--- src/rtl/strig_pkg.sv ---
package strig_pkg;
  typedef enum logic [1:0] {
    ST_IDLE   = 2'd0,
    ST_STAGE0 = 2'd1,
    ST_STAGE1 = 2'd2,
    ST_FIRED  = 2'd3
  } strig_state_e;

  localparam int unsigned NSTAGE = 2;
endpackage

--- src/rtl/strig_rst_sync.sv ---
module strig_rst_sync (
  input  logic clk,
  input  logic rst_n,
  output logic rst_sync_n
);
  logic [1:0] sync_q;

  always_ff @(posedge clk or negedge rst_n) begin
    if (!rst_n) sync_q <= 2'b00;
    else        sync_q <= {sync_q[0], 1'b1};
  end

  assign rst_sync_n = sync_q[1];
endmodule

--- src/rtl/strig_cfg_hold.sv ---
module strig_cfg_hold #(
  parameter int unsigned DATA_W = 64,
  parameter int unsigned NSTAGE = 2
) (
  input  logic                          clk,
  input  logic                          rst_n,
  input  logic                          load,
  input  logic [NSTAGE-1:0][DATA_W-1:0] pats_in,
  input  logic [DATA_W-1:0]             mask_in,
  output logic [NSTAGE-1:0][DATA_W-1:0] pats_q,
  output logic [DATA_W-1:0]             mask_q
);
  // captured only on arm so a running search sees a stable setup
  always_ff @(posedge clk or negedge rst_n) begin
    if (!rst_n) begin
      pats_q <= '0;
      mask_q <= '0;
    end else if (load) begin
      pats_q <= pats_in;
      mask_q <= mask_in;
    end
  end
endmodule

--- src/rtl/strig_match.sv ---
module strig_match #(
  parameter int unsigned DATA_W = 64
) (
  input  logic [DATA_W-1:0] data,
  input  logic [DATA_W-1:0] pat,
  input  logic [DATA_W-1:0] mask,
  output logic              hit
);
  logic [DATA_W-1:0] diff;

  always_comb begin
    diff = (data ^ pat) & mask;
    hit  = ~|diff;
  end
endmodule

--- src/rtl/strig_fsm.sv ---
module strig_fsm
  import strig_pkg::*;
(
  input  logic       clk,
  input  logic       rst_n,
  input  logic       arm,
  input  logic       cancel,
  input  logic       smp_valid,
  input  logic       hit0,
  input  logic       hit1,
  output logic [1:0] state_o,
  output logic       fire_o
);
  strig_state_e state_q, state_d;
  logic         fire_q, fire_d;

  always_comb begin
    state_d = state_q;
    fire_d  = 1'b0;
    if (cancel) begin
      state_d = ST_IDLE;
    end else if (arm) begin
      state_d = ST_STAGE0;
    end else begin
      unique case (state_q)
        ST_STAGE0: if (smp_valid && hit0) state_d = ST_STAGE1;
        ST_STAGE1: begin
          if (smp_valid) begin
            if (hit1) begin
              state_d = ST_FIRED;
              fire_d  = 1'b1;
            end else begin
              state_d = ST_STAGE0;
            end
          end
        end
        default: state_d = state_q;
      endcase
    end
  end

  always_ff @(posedge clk or negedge rst_n) begin
    if (!rst_n) begin
      state_q <= ST_IDLE;
      fire_q  <= 1'b0;
    end else begin
      state_q <= state_d;
      fire_q  <= fire_d;
    end
  end

  assign state_o = state_q;
  assign fire_o  = fire_q;
endmodule

--- src/rtl/seq_pattern_trigger.sv ---
module seq_pattern_trigger
  import strig_pkg::*;
#(
  parameter int unsigned DATA_W = 64
) (
  input  logic              clk,
  input  logic              rst_n,
  input  logic [DATA_W-1:0] smp_data,
  input  logic              smp_valid,
  input  logic [DATA_W-1:0] pat0,
  input  logic [DATA_W-1:0] pat1,
  input  logic [DATA_W-1:0] cmp_mask,
  input  logic              arm,
  input  logic              cancel,
  output logic              trig_pulse,
  output logic [1:0]        trig_state
);
  logic                          rst_sync_n;
  logic [NSTAGE-1:0][DATA_W-1:0] pats_in, pats_q;
  logic [DATA_W-1:0]             mask_q;
  logic [NSTAGE-1:0]             hit;

  assign pats_in[0] = pat0;
  assign pats_in[1] = pat1;

  strig_rst_sync u_rst (
    .clk        (clk),
    .rst_n      (rst_n),
    .rst_sync_n (rst_sync_n)
  );

  strig_cfg_hold #(.DATA_W(DATA_W), .NSTAGE(NSTAGE)) u_cfg (
    .clk     (clk),
    .rst_n   (rst_sync_n),
    .load    (arm),
    .pats_in (pats_in),
    .mask_in (cmp_mask),
    .pats_q  (pats_q),
    .mask_q  (mask_q)
  );

  for (genvar g = 0; g < NSTAGE; g++) begin : g_stage
    strig_match #(.DATA_W(DATA_W)) u_match (
      .data (smp_data),
      .pat  (pats_q[g]),
      .mask (mask_q),
      .hit  (hit[g])
    );
  end

  strig_fsm u_fsm (
    .clk       (clk),
    .rst_n     (rst_sync_n),
    .arm       (arm),
    .cancel    (cancel),
    .smp_valid (smp_valid),
    .hit0      (hit[0]),
    .hit1      (hit[1]),
    .state_o   (trig_state),
    .fire_o    (trig_pulse)
  );
endmodule

--- config.mk ---
export PLATFORM = sky130hd
export DESIGN_NAME = seq_pattern_trigger
export DESIGN_NICKNAME = d
export VERILOG_FILES = /design/src/rtl/strig_pkg.sv /design/src/rtl/strig_rst_sync.sv /design/src/rtl/strig_cfg_hold.sv /design/src/rtl/strig_match.sv /design/src/rtl/strig_fsm.sv /design/src/rtl/seq_pattern_trigger.sv
export SDC_FILE = /design/constraint.sdc
export NUM_CORES = 1
export LEC_CHECK = 0
export ABC_AREA = 1
export CORE_MARGIN = 2
export CORE_UTILIZATION = 65
export CTS_CLUSTER_SIZE = 24
export DETAILED_ROUTE_END_ITERATION = 12
export DONT_BUFFER_PORTS = 1
export GPL_TIMING_DRIVEN = 0
export PLACE_DENSITY = 0.81
export SLEW_MARGIN = 10
export SYNTH_ARGS = -nofsm -noshare
export SYNTH_HDL_FRONTEND = slang
export SYNTH_SLANG_ARGS = --single-unit
export TNS_END_PERCENT = 1
--- constraint.sdc ---
create_clock -name clk -period 18 [get_ports clk]
set_input_delay 0.9 -clock clk [delete_from_list [all_inputs] [get_ports clk]]
set_output_delay 0.9 -clock clk [all_outputs]
set_load 0.005 [all_outputs]
== After elaboration in Yosys (flattened, before gate mapping) ==
Cells that the tools add are included.

* Bits in registers: 197
* Input port bits: 261
* Output and inout port bits: 3
* Logic and storage cells: 31

* Equality and inequality tests: 4
* Multiplexer cells: 11
* Bitwise operators: 4
* Reduce and logical (&&, ||, !) cells: 6

{| class="wikitable"
|+ Operators by type and width
! cell !! count
|-
| $and A64 B64 Y64 || 2
|-
| $reduce_or A64 Y1 || 2
|-
| $xor A64 B64 Y64 || 2
|-
| $mux W2 || 5
|-
| $mux W1 || 5
|-
| $ne A4 B3 Y1 const B || 1
|-
| $ne A4 B4 Y1 const B || 1
|-
| $pmux W2 S2 || 1
|-
| $reduce_bool A4 Y1 || 1
|-
| $reduce_and A3 Y1 || 1
|-
| $eq A2 B1 Y1 const B || 1
|-
| $eq A2 B2 Y1 const B || 1
|-
| $logic_and A1 B1 Y1 || 1
|-
| $logic_not A1 Y1 || 1
|}

== Logic depth before layout (Yosys ltp) ==
Gate-level depths: netlist of the first run.

* Word-level depth: 9
* Gate-level depth with buffers: 15
* Mapped depth without buffers: 15

== By module ==
A second synthesis of the first run with hierarchy kept.

* Cells, all modules: 1528
* Area total of the unflattened synthesis: 10266.1 um2

{| class="wikitable"
|+ By module, submodules not included
! module !! instances !! cells each !! area an instance (um2) !! seq. area each (um2)
|-
| strig_cfg_hold || 1 || 811 || 7178.1 || 4804.6
|-
| strig_match || 2 || 343 || 1412.6 || 0.0
|-
| strig_fsm || 1 || 28 || 209.0 || 75.1
|-
| strig_rst_sync || 1 || 3 || 53.8 || 50.0
|}

== Worst setup path before layout of the first run ==
No wires, ideal clock.

* Path type: input -> register
* Start: input port smp_data[23]
* End: register u_fsm.state_q[0] (netlist: u_fsm.state_o[0])
* Library setup time: 0.116 ns
* Data arrival time: 1.709 ns
* Required time: 17.884 ns
* Slack: 16.175 ns
* Cell stages on the path: 11
* Buffers on the path: 0
* Path through: or2_0 -> nand3_1 -> nand4_1 -> nor2_1 -> nand2_1 -> nor2_1 -> nand2_1 -> nand2_1 -> nand2_2 -> nand3_1 -> nand2_1

* Word-level cells in the longest chain between the ends: 7

{| class="wikitable"
|+ Ends and longest elaborated chain
! item !! line !! text
|-
| start: declaration || seq_pattern_trigger.sv:8 || <nowiki>input logic [DATA_W-1:0] smp_data,</nowiki>
|-
| $xor A64 B64 Y64 || strig_match.sv:12 || <nowiki>diff = (data ^ pat) & mask;</nowiki>
|-
| $and A64 B64 Y64 || strig_match.sv:12 ||
|-
| $reduce_or A64 Y1 || strig_match.sv:13 || <nowiki>hit = ~|diff;</nowiki>
|-
| $logic_not A1 Y1 || strig_match.sv:13 ||
|-
| $logic_and A1 B1 Y1 || strig_fsm.sv:26 || <nowiki>ST_STAGE0: if (smp_valid && hit0) state_d = ST_STAGE1;</nowiki>
|-
| $ne A4 B3 Y1 (no line) || - ||
|-
| $reduce_and A3 Y1 (no line) || - ||
|-
| end signal: assignment || strig_fsm.sv:47 || <nowiki>state_q <= state_d;</nowiki>
|-
| end: declaration || strig_fsm.sv:14 || <nowiki>strig_state_e state_q, state_d;</nowiki>
|}

Every way passes these cells.
A chain may end at the register's enable or synchronous reset.

== Final worst setup path of the first run ==
* Start: input port arm
* End: register u_cfg.pats_q[121] (netlist name)

{| class="wikitable"
|+ RTL lines
! item !! line !! text
|-
| start: declaration || seq_pattern_trigger.sv:13 || <nowiki>input logic arm,</nowiki>
|-
| end signal: assignment || strig_cfg_hold.sv:19 || <nowiki>pats_q <= pats_in;</nowiki>
|-
| end: declaration || strig_cfg_hold.sv:10 || <nowiki>output logic [NSTAGE-1:0][DATA_W-1:0] pats_q,</nowiki>
|}

No word-level cell between the ends.

==> metrics.txt, run 1 <==
Mapped Cells 1418; largest family of logic cells by synthesized area simple AND/OR/NAND/NOR gates; RSZ-0062 raised after global routing no; Vias 8870; cell row count 45; Fin. Hold Viols 0; CTS buffer count 17; Chip Height 127 um; Post-Synth Simple-Gate Area 35.2%; Die ar. 16200 um^2; XOR/XNOR Fraction of Synth Area 0%; input/output buffers 0; commonest non-fill, non-tap cell in the layout nand2_1; P_leak 0.00593 uW; CP arrival 2100 ps; Synth top area share 49.9%; crit end category register; First DRT Iteration DRCs 625; setup tns final 0 ps; I/O pins 264; clk buf depth 2; vias in the first global route 8642; synth top area cells dfrtp_1, nand2_1, inv_1, o21ai_0, nand3_1; Clock Sinks 197; later-pin clock latency in the skew report 440 ps; layout overhead on the synthesized area 9.08%; CP Launch Type input pin; Final #Nets 1703; WL/cell 16.0 um; via/cell ratio 5.41; Power Density 94.6 nW/um^2; Post-CTS Setup Bufs 0; Ys Warns 0; Root Buffer clkbuf_16; fraction of layout instances using a drive strength above 1 3.72%; max-cap check violation count 0; Die Wd 127 um; drt first pass iters 5; Slew headroom 57.7%; largest vdd supply drop 0.0804 mV; Synth area leader dfrtp_1; hold buffers post-CTS 0; area taken by multi-input logic gates 4080 um^2; ant diodes 0; post-synthesis compound-gate area fraction 5.78%; Critical Path RT 18280 ps; maximum fanout along the worst path 10; most frequent cells in the layout nand2_1, dfrtp_1, inv_1, o21ai_0, nand3_1; crit share post-route 10.1%; register area share after synthesis 49.9%; Reg clk slew, reported paths 70 ps; gr ovfl total 0; dpl hpwl 19.8 mm; syn avg cell area 6.97 um^2; Resize count post-CTS 0; Synth cell types 18; Final Slew Violations 0; post-layout utilization of the core 71.7%; status complete, no violations; worst slew pin tran 634 ps; Post-Route WL 26.2 mm; # DRC 0; Min Hold Slack 157 ps; final total power 1020 uW; f_max 551 MHz; largest net degree at the start of global routing 61; initial antenna violation count 0; Hold Path Class input pin to async pin; antenna viol nets, final 0; Placement Cell Area 10200 um^2; final instance area 10800 um^2; RD Place Congestion 0.870; class of the most critical setup path input pin to register; GRT Total Usage 33.5%; CTS tree yes; Synth Area in Adders 0.253%; Fillers 1257; setup violators final 0; Max Clock Skew 13.4 ps; global-route wire length before repair 41.8 mm; #FFs+latches synth 197; Starting Density 65.7%; # H-tree levels 4; Period minus WS final 1820 ps; register area 4930 um^2; multiplexer area fraction after synthesis 0%; syn nets 1681; mapped cell area 9880 um^2; Core ar. 15000 um^2
-- flip-flops by register name (all words and copies together) (netlist names) --
name           cells
u_rst.sync_q       2
u_fsm.state_o      2
u_cfg.mask_q      64
u_fsm.fire_o       1
u_cfg.pats_q     128
-- logic make-up (layout without fill, tap and decap cells) --
family	after synthesis	after routing
buffers and inverters	225	260
AOI/OAI and AO/OA	114	114
other	1	1
adders and majority gates	2	2
DFF	197	197
and+or+nand+nor	879	879
-- layout make-up --
| cell class | instances | area share, % |
|---|---|---|
| Tap cell | 188 | 2.18 |
| Multi-Input combinational cell | 996 | 37.8 |
| Sequential cell | 197 | 45.8 |
| Inverter | 183 | 6.37 |
| Timing Repair Buffer | 3 | 0.766 |
| Clock buffer | 20 | 4.24 |
| Buffer | 42 | 1.73 |
| Clock inverter | 12 | 1.10 |
-- worst max-delay path, cell delays in order --
cell	delay [ps]
buf_2	240
buf_4	270
clkbuf_1	460
o21ai_0	210
-- worst paths after layout --
kind	to	startpoint	cells past startpoint	slack (ps)
hold reg to reg	u_cfg.pats_q[114]	u_rst.sync_q[1]	0	350
setup / recovery	u_cfg.pats_q[121]	arm	4	16180
max in group asynchronous	u_fsm.fire_o	u_rst.sync_q[1]	1	16930
hold / removal	u_rst.sync_q[1]	rst_n	0	160
min in group clk	u_rst.sync_q[1]	u_rst.sync_q[0]	0	360
setup reg to reg	u_fsm.state_o[0]	u_cfg.pats_q[42]	12	16300
-- metrics by stage --
| stage | instances | setup WS [ps] |
|---|---|---|
| finish | 1641 | 16180 |
| detailed placement | 1609 | 15780 |
| floorplan | 1418 | 12100 |
| global placement | 1606 | 9940 |
| CTS | 1641 | 16200 |
| global route | 1641 | 16080 |
-- per-layer routing --
layer	up-vias	global-route usage, %	share of wire (%)
li1	4359	-	-
met1	4122	42.9	39
met2	331	54.3	47
met3	58	10.8	10
met4	0	11.6	3.2
met5	-	0	0
-- synthesized netlist by cell type --
master / instances
buf_6: 1
o21ai_0: 108
dfrtp_1: 197
a21oi_1: 6
nand4_1: 13
ha_1: 2
or2_0: 4
nor2_2: 1
nand2_2: 1
inv_1: 182
inv_2: 1
buf_2: 14
conb_1: 1
nand2_1: 672
clkbuf_1: 26
nand3_1: 104
nor2_1: 84
buf_4: 1
-- report_power, final --
group	internal (uW)	total, uW	switching [uW]
Clock	201	373	172
Combinational	48.8	136	87.5
Sequential	482	510	28.1
No activity file was read; power rests on OpenSTA's default activity.
==> run 2: changes to the inputs <==
--- a/config.mk
+++ b/config.mk
@@ -7,12 +7,12 @@
 export LEC_CHECK = 0
 export ABC_AREA = 1
 export CORE_MARGIN = 2
-export CORE_UTILIZATION = 65
+export CORE_UTILIZATION = 58
 export CTS_CLUSTER_SIZE = 24
 export DETAILED_ROUTE_END_ITERATION = 12
 export DONT_BUFFER_PORTS = 1
 export GPL_TIMING_DRIVEN = 0
-export PLACE_DENSITY = 0.81
+export PLACE_DENSITY = 0.76
 export SLEW_MARGIN = 10
 export SYNTH_ARGS = -nofsm -noshare
 export SYNTH_HDL_FRONTEND = slang
==> constraint.sdc (replaced) <==
create_clock -name clk -period 1.51 [get_ports clk]
set_input_delay 0.0755 -clock clk [delete_from_list [all_inputs] [get_ports clk]]
set_output_delay 0.0755 -clock clk [all_outputs]
set_load 0.005 [all_outputs]
==> run 2 against run 1 <==
  * The flow now finishes with violations (negative setup slack)
  * Power grew to 13 times the previous value
  * Sequential share of layout area shrank 7.5 points
  * Die area grew 12%
  * Setup slack lost 16000 ps
  * Critical path type is now register to register
  * Non-clock buffer count grew 198
==> metrics.txt, run 2 (synthesized netlist as in run 1, its figures left out) <==
Hold Path Class input pin to register; gr ovfl total 0 (unchanged); Largest regs u_cfg.pats_q (128), u_cfg.mask_q (64); post-layout utilization of the core 77.4% (+5.7 points); later-pin clock latency in the skew report 430 ps (about the same); antenna viol nets, final 0 (unchanged); WL/cell 16.5 um (+3.4%); Die Wd 135 um (+5.7%); most frequent cells in the layout nand2_1, dlygate4sd3_1, dfrtp_1, inv_1, o21ai_0; Vias 10000 (+13%); max-cap check violation count 0 (unchanged); RSZ-0062 raised after global routing yes; Placed Cells 1641 (+2.0%); drt first pass iters 5 (unchanged); Slew headroom 58.3% (+0.57 points); Worst Setup SP u_cfg.pats_q[55]; input/output buffers 0 (unchanged); largest register by flop count u_cfg.pats_q; crit end category register; clk buf depth 2 (unchanged); fraction of layout instances using a drive strength above 1 4.42% (+0.71 points); largest net degree at the start of global routing 64 (+4.9%); Placement Cell Area 10200 um^2 (+0.39%); class of the most critical setup path register to register; Cell Count, Final, Fillers Out 1873 (+14%); CTS tree yes; P_leak 0.00677 uW (+14%); cell row count 47 (+4.4%); Root Buffer clkbuf_16; worst slew pin tran 626 ps (-8.61 ps); end of the critical path u_fsm.state_o[1]; failing checks negative setup slack; Power Density 1010 nW/um^2 (+970%); Chip Height 135 um (+5.7%); initial antenna violation count 2 (+2); Critical Path RT 1880 ps (-16400 ps); CTS buffer count 17 (unchanged); Clock Sinks 197 (unchanged); f_max 614 MHz; largest vdd supply drop 0.843 mV (+950%); Post-Route WL 30.9 mm (+18%); Final #Nets 1901 (+12%); Starting Density 59.4% (-6.4 points); GRT Total Usage 34.6% (+1.1 points); Reg2Reg Setup Slack -120 ps (-16420 ps); Fin. Hold Viols 0 (unchanged); crit share post-route 108%; final total power 13000 uW (+1200%); RD Place Congestion 0.836 (-3.9%); worst setup margin -119 ps (-16300 ps); maximum fanout along the worst path 3 (-7); Reg clk slew, reported paths 80 ps (about the same); layout overhead on the synthesized area 30.4%; Die ar. 18100 um^2 (+12%); # H-tree levels 4 (unchanged); via/cell ratio 5.35 (-1.1%); global-route wire length before repair 48.8 mm (+17%); Period minus WS final 1630 ps; Fillers 1147 (-8.8%); I/O pins 264 (unchanged); commonest non-fill, non-tap cell in the layout nand2_1; status finished with violations; CP Launch Type register; Final Slew Violations 0 (unchanged); CP arrival 2000 ps (-100 ps); Largest register FFs 128 (unchanged); setup violators final 2 (+2); R2R depth 15 (+3); # DRC 0 (unchanged); RR Endpoint u_fsm.state_o[1]; First DRT Iteration DRCs 741 (+19%); vias in the first global route 10200 (+18%); Max Clock Skew 9.23 ps (-4.20 ps); Core ar. 16600 um^2 (+11%); R2R Path Start u_cfg.pats_q[55]; final instance area 12900 um^2 (+20%); dpl hpwl 20.2 mm (+2.2%)
-- run 2: worst min path at each step --
stage	end	depth (start not counted)	start
floorplan	u_rst.sync_q[0]	0	rst_n
global placement	u_rst.sync_q[0]	0	rst_n
detailed placement	u_rst.sync_q[0]	0	rst_n
CTS	u_cfg.pats_q[11]	2	arm
global route	u_cfg.pats_q[11]	2	arm
finish	u_cfg.pats_q[11]	2	arm
-- run 2: power by group --
group	switching (uW)	internal, uW	leakage [uW]	total [uW]
clock network	2220	2530	0.000295	4740
logic	1230	932	0.00408	2170
registers	346	5740	0.00240	6090
-- run 2: per-layer routing --
layer	global-route usage [%]	up-vias	wire, um
met5	0	-	0
met4	13.6	0	849
met3	8.90	86	2820
met2	59.8	494	15500
met1	41.7	4678	11700
li1	-	4755	-
-- run 2: final cells by class --
class	instances	area (um^2)	area share [%]
diodes	2	5.00	0.0388
plain buffers	42	186	1.45
clock buffers	17	425	3.30
clock inverters	15	189	1.47
inverters	183	687	5.33
multi-input cells	996	4120	32.0
flip-flops and latches	197	4930	38.3
well taps	220	275	2.14
repair buffers	201	2060	16.0
-- run 2: stage by stage --
stage               setup TNS (ps)  setup slack [ps]  hold slack (ps)
CTS                           -122             -65.0             88.4
global placement           -236130             -1220             -220
finish                        -237              -119              121
global route                  -414              -210              107
floorplan                   -98040              -503             -220
detailed placement            -359              -184             -220
-- run 2: repair_timing --
action | CTS | global route
resized for setup | 8 | 11
hold buffers | 196 | 0
endpoints found under the hold margin | 197 | 0
pin swaps | 9 | 8
setup endpoints to repair | 2 | 3
setup buffers | 2 | 0
-- run 2: worst max-delay path, cell delays in order, from the launching register on --
cell     delay, ps
dfrtp_1        380
inv_1           80
nand2_1         50
nand3_1         80
nand2_1         90
nor2_2         140
nand2_1         80
nor2_1         110
nand2_2         90
nor2_4          90
nand2_1         50
nand2_1         70
nand2_2         80
nand2_2         70
nand2_1         50
nand2_1         50
==> run 3: changes to the inputs <==
--- a/config.mk
+++ b/config.mk
@@ -11,7 +11,6 @@
 export CTS_CLUSTER_SIZE = 24
 export DETAILED_ROUTE_END_ITERATION = 12
 export DONT_BUFFER_PORTS = 1
-export GPL_TIMING_DRIVEN = 0
 export PLACE_DENSITY = 0.76
 export SLEW_MARGIN = 10
 export SYNTH_ARGS = -nofsm -noshare
==> run 3 against run 2 <==
  * The flow now stops in clock tree synthesis (4_1_cts)
  * Synthesized cell count is the same
  * Area after synthesis is the same
==> metrics.txt, run 3 <==
status stopped before the end; Fail Step clock tree synthesis (4_1_cts); stop err [ERROR RSZ-0060] Max buffer count reached.; Post-CTS Setup Bufs 4 (+2); cell row count 47 (unchanged); Synth top area share 49.9% (unchanged); I/O pins 264 (unchanged); synth cell count leaders nand2_1, dfrtp_1, inv_1, o21ai_0, nand3_1; synth top area cells dfrtp_1, nand2_1, inv_1, o21ai_0, nand3_1; Resize count post-CTS 10 (+2); async set or reset register ratio after synthesis 100% (unchanged); most common cell in the netlist nand2_1; Synth cell types 18 (unchanged); Chip Height 135 um (unchanged); EDFF count, synth 0 (unchanged); syn avg cell area 6.97 um^2 (unchanged); multiplexer area fraction after synthesis 0% (unchanged); # H-tree levels 4 (unchanged); register area share after synthesis 49.9% (unchanged); Die Wd 135 um (unchanged); ys flop type dfrtp_1; post-synthesis compound-gate area fraction 5.78% (unchanged); Synth Area in Adders 0.253% (unchanged); mapped cell area 9880 um^2 (unchanged); XOR/XNOR Fraction of Synth Area 0% (unchanged); Synth area leader dfrtp_1; RD Place Congestion 0.860 (+2.9%); CTS buffer count 17 (unchanged); input/output buffers 0 (unchanged); #FFs+latches synth 197 (unchanged); hold buffers post-CTS 331 (+69%); Post-Synth Simple-Gate Area 35.2% (unchanged); syn nets 1681 (unchanged); Ys Warns 0 (unchanged); Root Buffer clkbuf_16; dpl hpwl 17.0 mm (-16%); clk buf depth 2 (unchanged); Placement Cell Area 10100 um^2 (-1.1%); Starting Density 59.4% (unchanged); largest family of logic cells by synthesized area simple AND/OR/NAND/NOR gates; Mapped Cells 1418 (unchanged); Clock Sinks 197 (unchanged)
run 3: kinds of logic after synthesis:
logic type,after synthesis
DFF,197
other,1
AOI/OAI and AO/OA,114
buffers and inverters,225
adders and majority gates,2
and+or+nand+nor,879
run 3: per-stage QoR:
step | hold slack (ps) | setup WS, ps | cells | util [%]
2_1_floorplan | -220 | -503 | 1418 | -
3_5_place_dp | -220 | -87.6 | 1613 | 60.8
3_3_place_gp | -220 | -60.5 | 1613 | 60.8
==> run 4: changes to the inputs <==
--- a/config.mk
+++ b/config.mk
@@ -7,11 +7,10 @@
 export LEC_CHECK = 0
 export ABC_AREA = 1
 export CORE_MARGIN = 2
-export CORE_UTILIZATION = 58
-export CTS_CLUSTER_SIZE = 24
+export CORE_UTILIZATION = 40
 export DETAILED_ROUTE_END_ITERATION = 12
 export DONT_BUFFER_PORTS = 1
-export PLACE_DENSITY = 0.76
+export PLACE_DENSITY_LB_ADDON = 0.15
 export SLEW_MARGIN = 10
 export SYNTH_ARGS = -nofsm -noshare
 export SYNTH_HDL_FRONTEND = slang
==> constraint.sdc (replaced) <==
create_clock -name clk -period 2 [get_ports clk]
set_input_delay 0.1 -clock clk [delete_from_list [all_inputs] [get_ports clk]]
set_output_delay 0.1 -clock clk [all_outputs]
set_load 0.005 [all_outputs]
==> run 4 against run 3 <==
  * The flow again stops in clock tree synthesis (4_1_cts)
  * Synthesized cell count is the same
  * Area after synthesis unchanged
==> metrics.txt, run 4 <==
status stopped before the end; Fail Step clock tree synthesis (4_1_cts); stop err [ERROR RSZ-0060] Max buffer count reached.; Synth top area share 49.9% (unchanged); I/O pins 264 (unchanged); synth cell count leaders nand2_1, dfrtp_1, inv_1, o21ai_0, nand3_1; Post-CTS Setup Bufs 0 (-4); CTS buffer count 17 (unchanged); clk buf depth 2 (unchanged); syn avg cell area 6.97 um^2 (unchanged); Resize count post-CTS 0 (-10); hold buffers post-CTS 348 (+5.1%); Die Wd 161 um (+20%); async set or reset register ratio after synthesis 100% (unchanged); register area share after synthesis 49.9% (unchanged); Chip Height 161 um (+20%); dpl hpwl 18.1 mm (+6.5%); Placement Cell Area 10200 um^2 (+0.85%); mapped cell area 9880 um^2 (unchanged); # H-tree levels 4 (unchanged); input/output buffers 0 (unchanged); Starting Density 40.6% (-19 points); synth top area cells dfrtp_1, nand2_1, inv_1, o21ai_0, nand3_1; #FFs+latches synth 197 (unchanged); cell row count 57 (+21%); RD Place Congestion 0.781 (-9.2%); Clock Sinks 197 (unchanged); Placed Cells 1706 (+5.8%); Root Buffer clkbuf_16; Synth area leader dfrtp_1; syn nets 1681 (unchanged); most common cell in the netlist nand2_1; Synth cell types 18 (unchanged); Ys Warns 0 (unchanged); EDFF count, synth 0 (unchanged); Mapped Cells 1418 (unchanged); ys flop type dfrtp_1
[run 4: kinds of logic after synthesis]
kind of cell,count (synthesis),synth area share [%]
buffers and inverters,225,8.84
DFF,197,49.9
AOI/OAI and AO/OA,114,5.78
other,1,0.0380
and+or+nand+nor,879,35.2
adders and majority gates,2,0.253
[run 4: metrics by stage]
stage	setup WS [ps]	setup TNS, ps	utilization (%)
after floorplan	-12.8	-2490	-
after global placement	351	0	42.0
after detailed placement	359	0	42.0
